`src/rtl/dsound_pkg.sv`:
```
package dsound_pkg;

  localparam int NCH      = 2;
  localparam int NTIMER   = 2;
  localparam int SAMPLE_W = 8;
  localparam int WORD_W   = 16;

  // Bits of the control word that hold state and read back.
  localparam logic [WORD_W-1:0] CTRL_KEEP_MASK = 16'h770C;

  // Per-channel strobes from control to datapath.
  typedef struct packed {
    logic clear;
    logic pushLo;
    logic pushHi;
    logic pop;
  } chStrobe_t;

  function automatic int volPos(input int ch);
    return 2 + ch;
  endfunction

  function automatic int rightPos(input int ch);
    return 8 + 4 * ch;
  endfunction

  function automatic int leftPos(input int ch);
    return 9 + 4 * ch;
  endfunction

  function automatic int tselPos(input int ch);
    return 10 + 4 * ch;
  endfunction

  function automatic int flushPos(input int ch);
    return 11 + 4 * ch;
  endfunction

endpackage

```
`src/rtl/dsound_fifo.sv`:
```
module dsound_fifo #(
  parameter int DEPTH  = 32,
  parameter int DATA_W = 8,
  localparam int PTR_W = $clog2(DEPTH),
  localparam int CNT_W = $clog2(DEPTH + 1)
) (
  input  logic              clk,
  input  logic              rstN,
  input  logic              clear,
  input  logic              push,
  input  logic [DATA_W-1:0] pushData,
  input  logic              pop,
  output logic [DATA_W-1:0] popData,
  output logic [CNT_W-1:0]  fill
);

  logic [DATA_W-1:0] store [DEPTH];
  logic [PTR_W-1:0]  wrPtr;
  logic [PTR_W-1:0]  rdPtr;
  logic              isFull;
  logic              isEmpty;
  logic              doPush;
  logic              doPop;

  assign isFull  = (fill == CNT_W'(DEPTH));
  assign isEmpty = (fill == '0);
  assign doPush  = push && !isFull && !clear;
  assign doPop   = pop && !isEmpty && !clear;

  function automatic logic [PTR_W-1:0] nextPtr(input logic [PTR_W-1:0] p);
    return (p == PTR_W'(DEPTH - 1)) ? '0 : p + 1'b1;
  endfunction

  always_ff @(posedge clk) begin
    if (doPush) store[wrPtr] <= pushData;
  end

  always_ff @(posedge clk) begin
    if (!rstN) begin
      wrPtr   <= '0;
      rdPtr   <= '0;
      fill    <= '0;
      popData <= '0;
    end else if (clear) begin
      wrPtr   <= '0;
      rdPtr   <= '0;
      fill    <= '0;
      if (pop) popData <= '0;
    end else begin
      if (doPush) wrPtr <= nextPtr(wrPtr);
      if (doPop)  rdPtr <= nextPtr(rdPtr);
      if (doPush && !doPop)      fill <= fill + 1'b1;
      else if (doPop && !doPush) fill <= fill - 1'b1;
      if (pop) popData <= doPop ? store[rdPtr] : '0;
    end
  end

endmodule

```
`src/rtl/dsound_datapath.sv`:
```
module dsound_datapath
  import dsound_pkg::*;
#(
  parameter int DEPTH  = 32,
  localparam int CNT_W = $clog2(DEPTH + 1)
) (
  input  logic                             clk,
  input  logic                             rstN,
  input  chStrobe_t [NCH-1:0]              strobes,
  input  logic [WORD_W-1:0]                fifoWrData,
  output logic [NCH-1:0][SAMPLE_W-1:0]     samples,
  output logic [NCH-1:0][CNT_W-1:0]        fillLvl
);

  for (genvar ch = 0; ch < NCH; ch++) begin : g_ch
    logic [SAMPLE_W-1:0] hiHold;
    logic [SAMPLE_W-1:0] pushData;
    logic                push;

    always_ff @(posedge clk) begin
      if (!rstN)                   hiHold <= '0;
      else if (strobes[ch].pushLo) hiHold <= fifoWrData[WORD_W-1:SAMPLE_W];
    end

    assign push     = strobes[ch].pushLo || strobes[ch].pushHi;
    assign pushData = strobes[ch].pushLo ? fifoWrData[SAMPLE_W-1:0] : hiHold;

    dsound_fifo #(
      .DEPTH (DEPTH),
      .DATA_W(SAMPLE_W)
    ) u_fifo (
      .clk     (clk),
      .rstN    (rstN),
      .clear   (strobes[ch].clear),
      .push    (push),
      .pushData(pushData),
      .pop     (strobes[ch].pop),
      .popData (samples[ch]),
      .fill    (fillLvl[ch])
    );
  end

endmodule

```
`src/rtl/dsound_ctrl.sv`:
```
module dsound_ctrl
  import dsound_pkg::*;
#(
  parameter int ADDR_W                   = 32,
  parameter logic [ADDR_W-1:0] FIFO_A_ADDR = 32'h0000_1000,
  parameter logic [ADDR_W-1:0] FIFO_B_ADDR = 32'h0000_1004
) (
  input  logic                  clk,
  input  logic                  rstN,
  input  logic                  masterEn,
  input  logic                  ctrlWrEn,
  input  logic [WORD_W-1:0]     ctrlWrData,
  output logic [WORD_W-1:0]     ctrlRdData,
  input  logic [NCH-1:0]        fifoWrEn,
  input  logic [NCH-1:0]        popTick,
  input  logic [NTIMER-1:0]     timerOvf,
  output chStrobe_t [NCH-1:0]   strobes,
  output logic [NCH-1:0]        reqValid,
  output logic [ADDR_W-1:0]     reqAddrA,
  output logic [ADDR_W-1:0]     reqAddrB
);

  logic [WORD_W-1:0] ctrlReg;
  logic [NCH-1:0]    reqNext;

  always_ff @(posedge clk) begin
    if (!rstN)         ctrlReg <= '0;
    else if (ctrlWrEn) ctrlReg <= ctrlWrData & CTRL_KEEP_MASK;
  end

  assign ctrlRdData = ctrlReg;

  for (genvar ch = 0; ch < NCH; ch++) begin : g_ch
    localparam int FLUSH = flushPos(ch);
    localparam int TSEL  = tselPos(ch);

    logic pendHi;
    logic flushNow;
    logic acceptWr;

    assign flushNow = ctrlWrEn && ctrlWrData[FLUSH];
    assign acceptWr = fifoWrEn[ch] && !pendHi;

    always_ff @(posedge clk) begin
      if (!rstN)         pendHi <= 1'b0;
      else if (flushNow) pendHi <= 1'b0;
      else               pendHi <= acceptWr;
    end

    assign strobes[ch].clear  = flushNow;
    assign strobes[ch].pushLo = acceptWr && !flushNow;
    assign strobes[ch].pushHi = pendHi && !flushNow;
    assign strobes[ch].pop    = popTick[ch];

    assign reqNext[ch] = masterEn && timerOvf[ctrlReg[TSEL]];
  end

  always_ff @(posedge clk) begin
    if (!rstN) reqValid <= '0;
    else       reqValid <= reqNext;
  end

  assign reqAddrA = reqValid[0] ? FIFO_A_ADDR : '0;
  assign reqAddrB = reqValid[1] ? FIFO_B_ADDR : '0;

endmodule

```
`src/rtl/dsound_fifo_pair.sv`:
```
module dsound_fifo_pair
  import dsound_pkg::*;
#(
  parameter int DEPTH                       = 32,
  parameter int ADDR_W                      = 32,
  parameter logic [ADDR_W-1:0] FIFO_A_ADDR = 32'h0000_1000,
  parameter logic [ADDR_W-1:0] FIFO_B_ADDR = 32'h0000_1004
) (
  input  logic              clk,
  input  logic              rstN,
  input  logic              masterEn,
  input  logic              ctrlWrEn,
  input  logic [15:0]       ctrlWrData,
  output logic [15:0]       ctrlRdData,
  input  logic [1:0]        fifoWrEn,
  input  logic [15:0]       fifoWrData,
  input  logic [1:0]        popTick,
  output logic [7:0]        sampleA,
  output logic [7:0]        sampleB,
  input  logic [1:0]        timerOvf,
  output logic [1:0]        reqValid,
  output logic [ADDR_W-1:0] reqAddrA,
  output logic [ADDR_W-1:0] reqAddrB
);

  localparam int CNT_W = $clog2(DEPTH + 1);

  chStrobe_t [NCH-1:0]              strobes;
  logic [NCH-1:0][SAMPLE_W-1:0]     samples;
  logic [NCH-1:0][CNT_W-1:0]        fillLvl;

  dsound_ctrl #(
    .ADDR_W     (ADDR_W),
    .FIFO_A_ADDR(FIFO_A_ADDR),
    .FIFO_B_ADDR(FIFO_B_ADDR)
  ) u_ctrl (
    .clk       (clk),
    .rstN      (rstN),
    .masterEn  (masterEn),
    .ctrlWrEn  (ctrlWrEn),
    .ctrlWrData(ctrlWrData),
    .ctrlRdData(ctrlRdData),
    .fifoWrEn  (fifoWrEn),
    .popTick   (popTick),
    .timerOvf  (timerOvf),
    .strobes   (strobes),
    .reqValid  (reqValid),
    .reqAddrA  (reqAddrA),
    .reqAddrB  (reqAddrB)
  );

  dsound_datapath #(
    .DEPTH(DEPTH)
  ) u_dp (
    .clk       (clk),
    .rstN      (rstN),
    .strobes   (strobes),
    .fifoWrData(fifoWrData),
    .samples   (samples),
    .fillLvl   (fillLvl)
  );

  assign sampleA = samples[0];
  assign sampleB = samples[1];

endmodule

```
`config.mk`:
```
export PLATFORM = sky130hd
export DESIGN_NAME = dsound_fifo_pair
export DESIGN_NICKNAME = d
export VERILOG_FILES = /design/src/rtl/dsound_pkg.sv /design/src/rtl/dsound_fifo.sv /design/src/rtl/dsound_datapath.sv /design/src/rtl/dsound_ctrl.sv /design/src/rtl/dsound_fifo_pair.sv
export SDC_FILE = /design/constraint.sdc
export NUM_CORES = 1
export LEC_CHECK = 0
export BUFFER_PORTS_ARGS = -buffer_cell sky130_fd_sc_hd__buf_4
export CAP_MARGIN = 20
export CORE_MARGIN = 2
export CORE_UTILIZATION = 45
export CTS_CLUSTER_SIZE = 30
export DETAILED_ROUTE_END_ITERATION = 8
export RECOVER_POWER = 100
export SYNTH_ARGS = -nofsm -noshare
export SYNTH_HDL_FRONTEND = slang
export SYNTH_SLANG_ARGS = --single-unit
```
`constraint.sdc`:
```
create_clock -name clk -period 3.9 [get_ports clk]
set_clock_uncertainty 0.2 [all_clocks]
set_input_delay 0.39 -clock clk [delete_from_list [all_inputs] [get_ports clk]]
set_output_delay 0.39 -clock clk [all_outputs]
set_load 0.01 [all_outputs]
```
==> impl_metrics.py <==
metrics = {
    "global_routing": {
        "antenna_found_initial": 0,
        "gr-total-overflow": 0,
        "grt_first_pass_wirelength_um": 78620,
        "grt_pass1_vias": 12810,
        "maximum_number_of_pins_on_one_net_before_global_route_repair": 44,
        "global_route.usage.total_pct": 18.69,
    },
    "worst_hold_path": {
        "min-delay-path-class": "input pin to flip-flop",
        "hp-start": "popTick[0]",
        "worst_hold_path.num_cells": 4,
    },
    "synthesis": {
        "async_s_r_ff_share_synth_pct": 0,
        "synth_top_area_cell": "sky130_fd_sc_hd__edfxtp_1",
        "ys_warns": 0,
        "yosysSeqAreaShare_pct": 70.55,
        "synth_enable_flop_cells": 512,
        "dominantRegCellSynth": "sky130_fd_sc_hd__edfxtp_1",
        "synth_cell_types": 63,
        "yosys.area.top_type_share_pct": 63.45,
        "netlist_top_cells_area": "sky130_fd_sc_hd__edfxtp_1 (63%), sky130_fd_sc_hd__mux4_2 (7.8%), sky130_fd_sc_hd__dfxtp_1 (7.1%)",
        "synth_area_per_cell_sq_um": 17.20,
        "syn-instance-count": 1409,
        "yosys_reg_bits": 598,
        "synth_area_sq_mm": 0.02423,
    },
    "timing": {
        "setup_viol": 0,
        "hold_ws_ns": 0.05168,
        "tns_ns": 0,
        "max_slew.worst_pin.slew_ns": 1.750,
        "rsz_0062_raised_after_global_routing": "no",
        "min_period_over_period_pct": 92.34,
        "hold_viol": 0,
        "max_clock_freq_mhz": 277.7,
        "finalCriticalPeriod_ns": 3.601,
        "final_slew_violations": 53,
        "slew_headroom_pct": -18.29,
    },
    "die": {
        "initial_core_util_pct": 45.30,
        "die_area_sq_mm": 0.05572,
        "core_footprint_sq_mm": 0.05350,
        "design.portCount": 140,
        "die_h_um": 236.1,
        "chip_width_um": 236.1,
        "core.rowCount": 85,
    },
    "worst_setup_path": {
        "timing.setup.critical_path_class": "flip-flop to flip-flop",
        "timing.critical_path.from": "u_dp.g_ch[1].u_fifo.fill[1]$_SDFFE_PP0P_",
        "critical_path.cell_chain": "or4_1 > o311ai_4 > ha_1 > inv_1 > ha_1 > or4_1 > a311o_1 > o311ai_0 > xnor2_1 > nor2_1",
        "data_required_time_at_the_worst_endpoint_ns": 4.18,
        "critical_path.max_stage_delay_ns": 0.60,
        "timing.rr.start": "u_dp.g_ch[1].u_fifo.fill[1]$_SDFFE_PP0P_",
        "timing.critical_path.arrival_ns": 3.88,
        "kind_of_capture_point_of_the_worst_setup_path": "flip-flop",
        "setup.worst_path.start_class": "flip-flop",
        "crit_path_max_fanout": 10,
        "rr_endpoint": "u_dp.g_ch[1].u_fifo.fill[5]$_SDFFE_PP0P_",
        "r2r.worst_path.cells": 10,
        "critical_path_top_delay_cell": "sky130_fd_sc_hd__or4_1",
        "worst-r2r-setup-slack_ns": 0.30,
    },
    "status": {
        "violated_checks": "max-capacitance violations, max-slew violations",
        "status": "finished with violations",
    },
    "power_and_ir_drop": {
        "design_power_total_w": 0.01516,
        "power_density_mw_per_mm2": 552.9,
        "p_leak_nw": 8.911,
        "max-vdd-ir-drop_v": 0.0004509,
    },
    "route": {
        "vias_per_cell": 5.486,
        "ant_nets": 0,
        "detailed_route_drc_error_count": 0,
        "avgRoutedWirePerCell_um": 22.59,
        "route.final.wire_length_um": 51910,
        "drt_pre_antenna_iters": 5,
        "vias": 12610,
        "drt-initial-drc-count": 1235,
    },
    "finish": {
        "area_growth_pct": 13.14,
        "num-nets-final": 1618,
        "finalNonFillerCells": 2298,
        "drive_above_1_share_pct": 15.12,
    },
    "clock_tree": {
        "cts_buffer_depth": 3,
        "cts_setup_buffers": 0,
        "clkSlewWorstSetupHoldPaths_ns": 0.06,
        "tritoncts_num_sinks": 598,
        "htreeDepth": 2,
        "ctsResizeCount": 0,
        "clock_insertion_delay_worst_skew_ns": 0.62,
        "cts_tree": "yes",
        "holdBufCountCts": 32,
        "cts_root_buf": "sky130_fd_sc_hd__clkbuf_16",
        "tritoncts.num_buffers": 59,
    },
    "place": {
        "dp_hpwl_um": 33050,
        "globalplace.congestion": 0.7610,
        "placed_cells": 2153,
        "placement.io_buffers": 64,
    },
    "job": {
        "max_cap_viol_count": 2,
    },
}
[synth_stat cells, types with 15 or more instances]
master	count
sky130_fd_sc_hd__nand3b_1	16
sky130_fd_sc_hd__mux2i_1	85
sky130_fd_sc_hd__buf_4	84
sky130_fd_sc_hd__nor2_1	123
sky130_fd_sc_hd__clkbuf_1	26
sky130_fd_sc_hd__ha_1	24
sky130_fd_sc_hd__a22o_1	22
sky130_fd_sc_hd__o22ai_1	28
sky130_fd_sc_hd__a22oi_1	40
sky130_fd_sc_hd__a21oi_1	15
sky130_fd_sc_hd__nand2_1	52
sky130_fd_sc_hd__mux2_2	16
sky130_fd_sc_hd__edfxtp_1	512
sky130_fd_sc_hd__dfxtp_1	86
sky130_fd_sc_hd__buf_2	16
sky130_fd_sc_hd__mux4_2	84
[per-stage QoR]
stage | setup WS, ns | area, sq um | util (%)
floorplan | 0.6828 | 24490 | -
finish | 0.2988 | 27420 | 51.25
global placement | 0.4188 | 25360 | 47.41
detailed placement | 0.3727 | 25360 | 47.41
CTS | 0.3505 | 27680 | 51.74
global route | 0.1075 | 27410 | 51.25
[power breakdown]
part	total [W]	switching [W]	internal, W
Clock	0.00574	0.00240	0.00334
Sequential	0.00745	0.000253	0.00720
Combinational	0.00197	0.00107	0.000896
Total	0.0152	0.00372	0.0114
[area by class of cell]
class                           count  area, sq um
Clock inverter                     24        272.8
Inverter                           12        45.04
Sequential cell                   598        17100
Fill cell                        4465        26080
Timing Repair Buffer              143        934.6
Tap cell                          696        870.8
Multi-Input combinational cell    736         6461
Clock buffer                       88         1725
Antenna cell                        1        2.502
[sequential cells by signal, indices dropped and copies added, names as in the netlist, named ones only]
register                  cells
u_ctrl.g_ch.pendHi            2
u_ctrl.reqValid               2
u_dp.g_ch.u_fifo.popData     16
u_dp.g_ch.u_fifo.wrPtr       10
u_dp.g_ch.u_fifo.store      512
u_ctrl.ctrlRdData             8
u_dp.g_ch.hiHold             16
u_dp.g_ch.u_fifo.rdPtr       10
u_dp.g_ch.u_fifo.fill        12
[worst max path at each step]
stage,to,slack [ns],cells past startpoint
global placement,u_dp.g_ch[1].u_fifo.fill[5]$_SDFFE_PP0P_,0.42,10
finish,u_dp.g_ch[1].u_fifo.fill[5]$_SDFFE_PP0P_,0.30,10
detailed placement,u_dp.g_ch[1].u_fifo.fill[5]$_SDFFE_PP0P_,0.37,10
floorplan,u_dp.g_ch[1].u_fifo.fill[5]$_SDFFE_PP0P_,0.68,10
global route,u_dp.g_ch[1].u_fifo.fill[5]$_SDFFE_PP0P_,0.11,10
CTS,u_dp.g_ch[1].u_fifo.fill[5]$_SDFFE_PP0P_,0.35,10
[worst max-delay path: cells and delay by family (launching register included)]
kind	cells	cell delay (ns)
buffers and inverters	1	0.16
and+or+nand+nor	3	1.12
AOI/OAI and AO/OA	3	0.88
DFF	1	0.35
xor gates and xnor gates	1	0.17
adders and majority gates	2	0.59
[routing by layer]
layer	part of all wire (%)	vias to the layer above	wire [um]	track usage [%]
met5	0	-	0	0
met4	2.8	0	1473	6.003
met3	5.0	78	2609	2.996
met2	50	310	25950	31.52
met1	42	6488	21870	24.93
li1	-	5731	-	-
[kinds of logic after synthesis]
| family | after synthesis | synth area share (%) |
|---|---|---|
| fa+ha+maj | 26 | 1.404 |
| other cells | 1 | 0.01548 |
| compound gates | 154 | 4.673 |
| flops | 598 | 70.55 |
| simple gates | 281 | 5.912 |
| xor+xnor | 9 | 0.3253 |
| mux | 197 | 13.36 |
| buf+inv | 143 | 3.754 |
[layout by cell type, fill, tap and decap left out, drive strengths merged, types with 7 or more instances in the layout]
master	netlist	final
edfxtp	512	512
clkbuf	26	161
nor2	123	123
mux4	96	96
dfxtp	86	86
mux2i	85	85
conb	1	69
nand2	52	52
a22oi	40	40
buf	105	38
dlygate4sd3	0	32
o22ai	28	28
ha	24	24
a22o	22	22
nand3b	16	16
mux2	16	16
a21oi	15	15
inv	12	15
clkinv	0	14
o21ai	13	13
nand3	12	12
nor3	12	12
nor2b	9	9
xnor2	7	7
o31ai	7	7
and2	7	7
(Power assumes the default switching activity.)
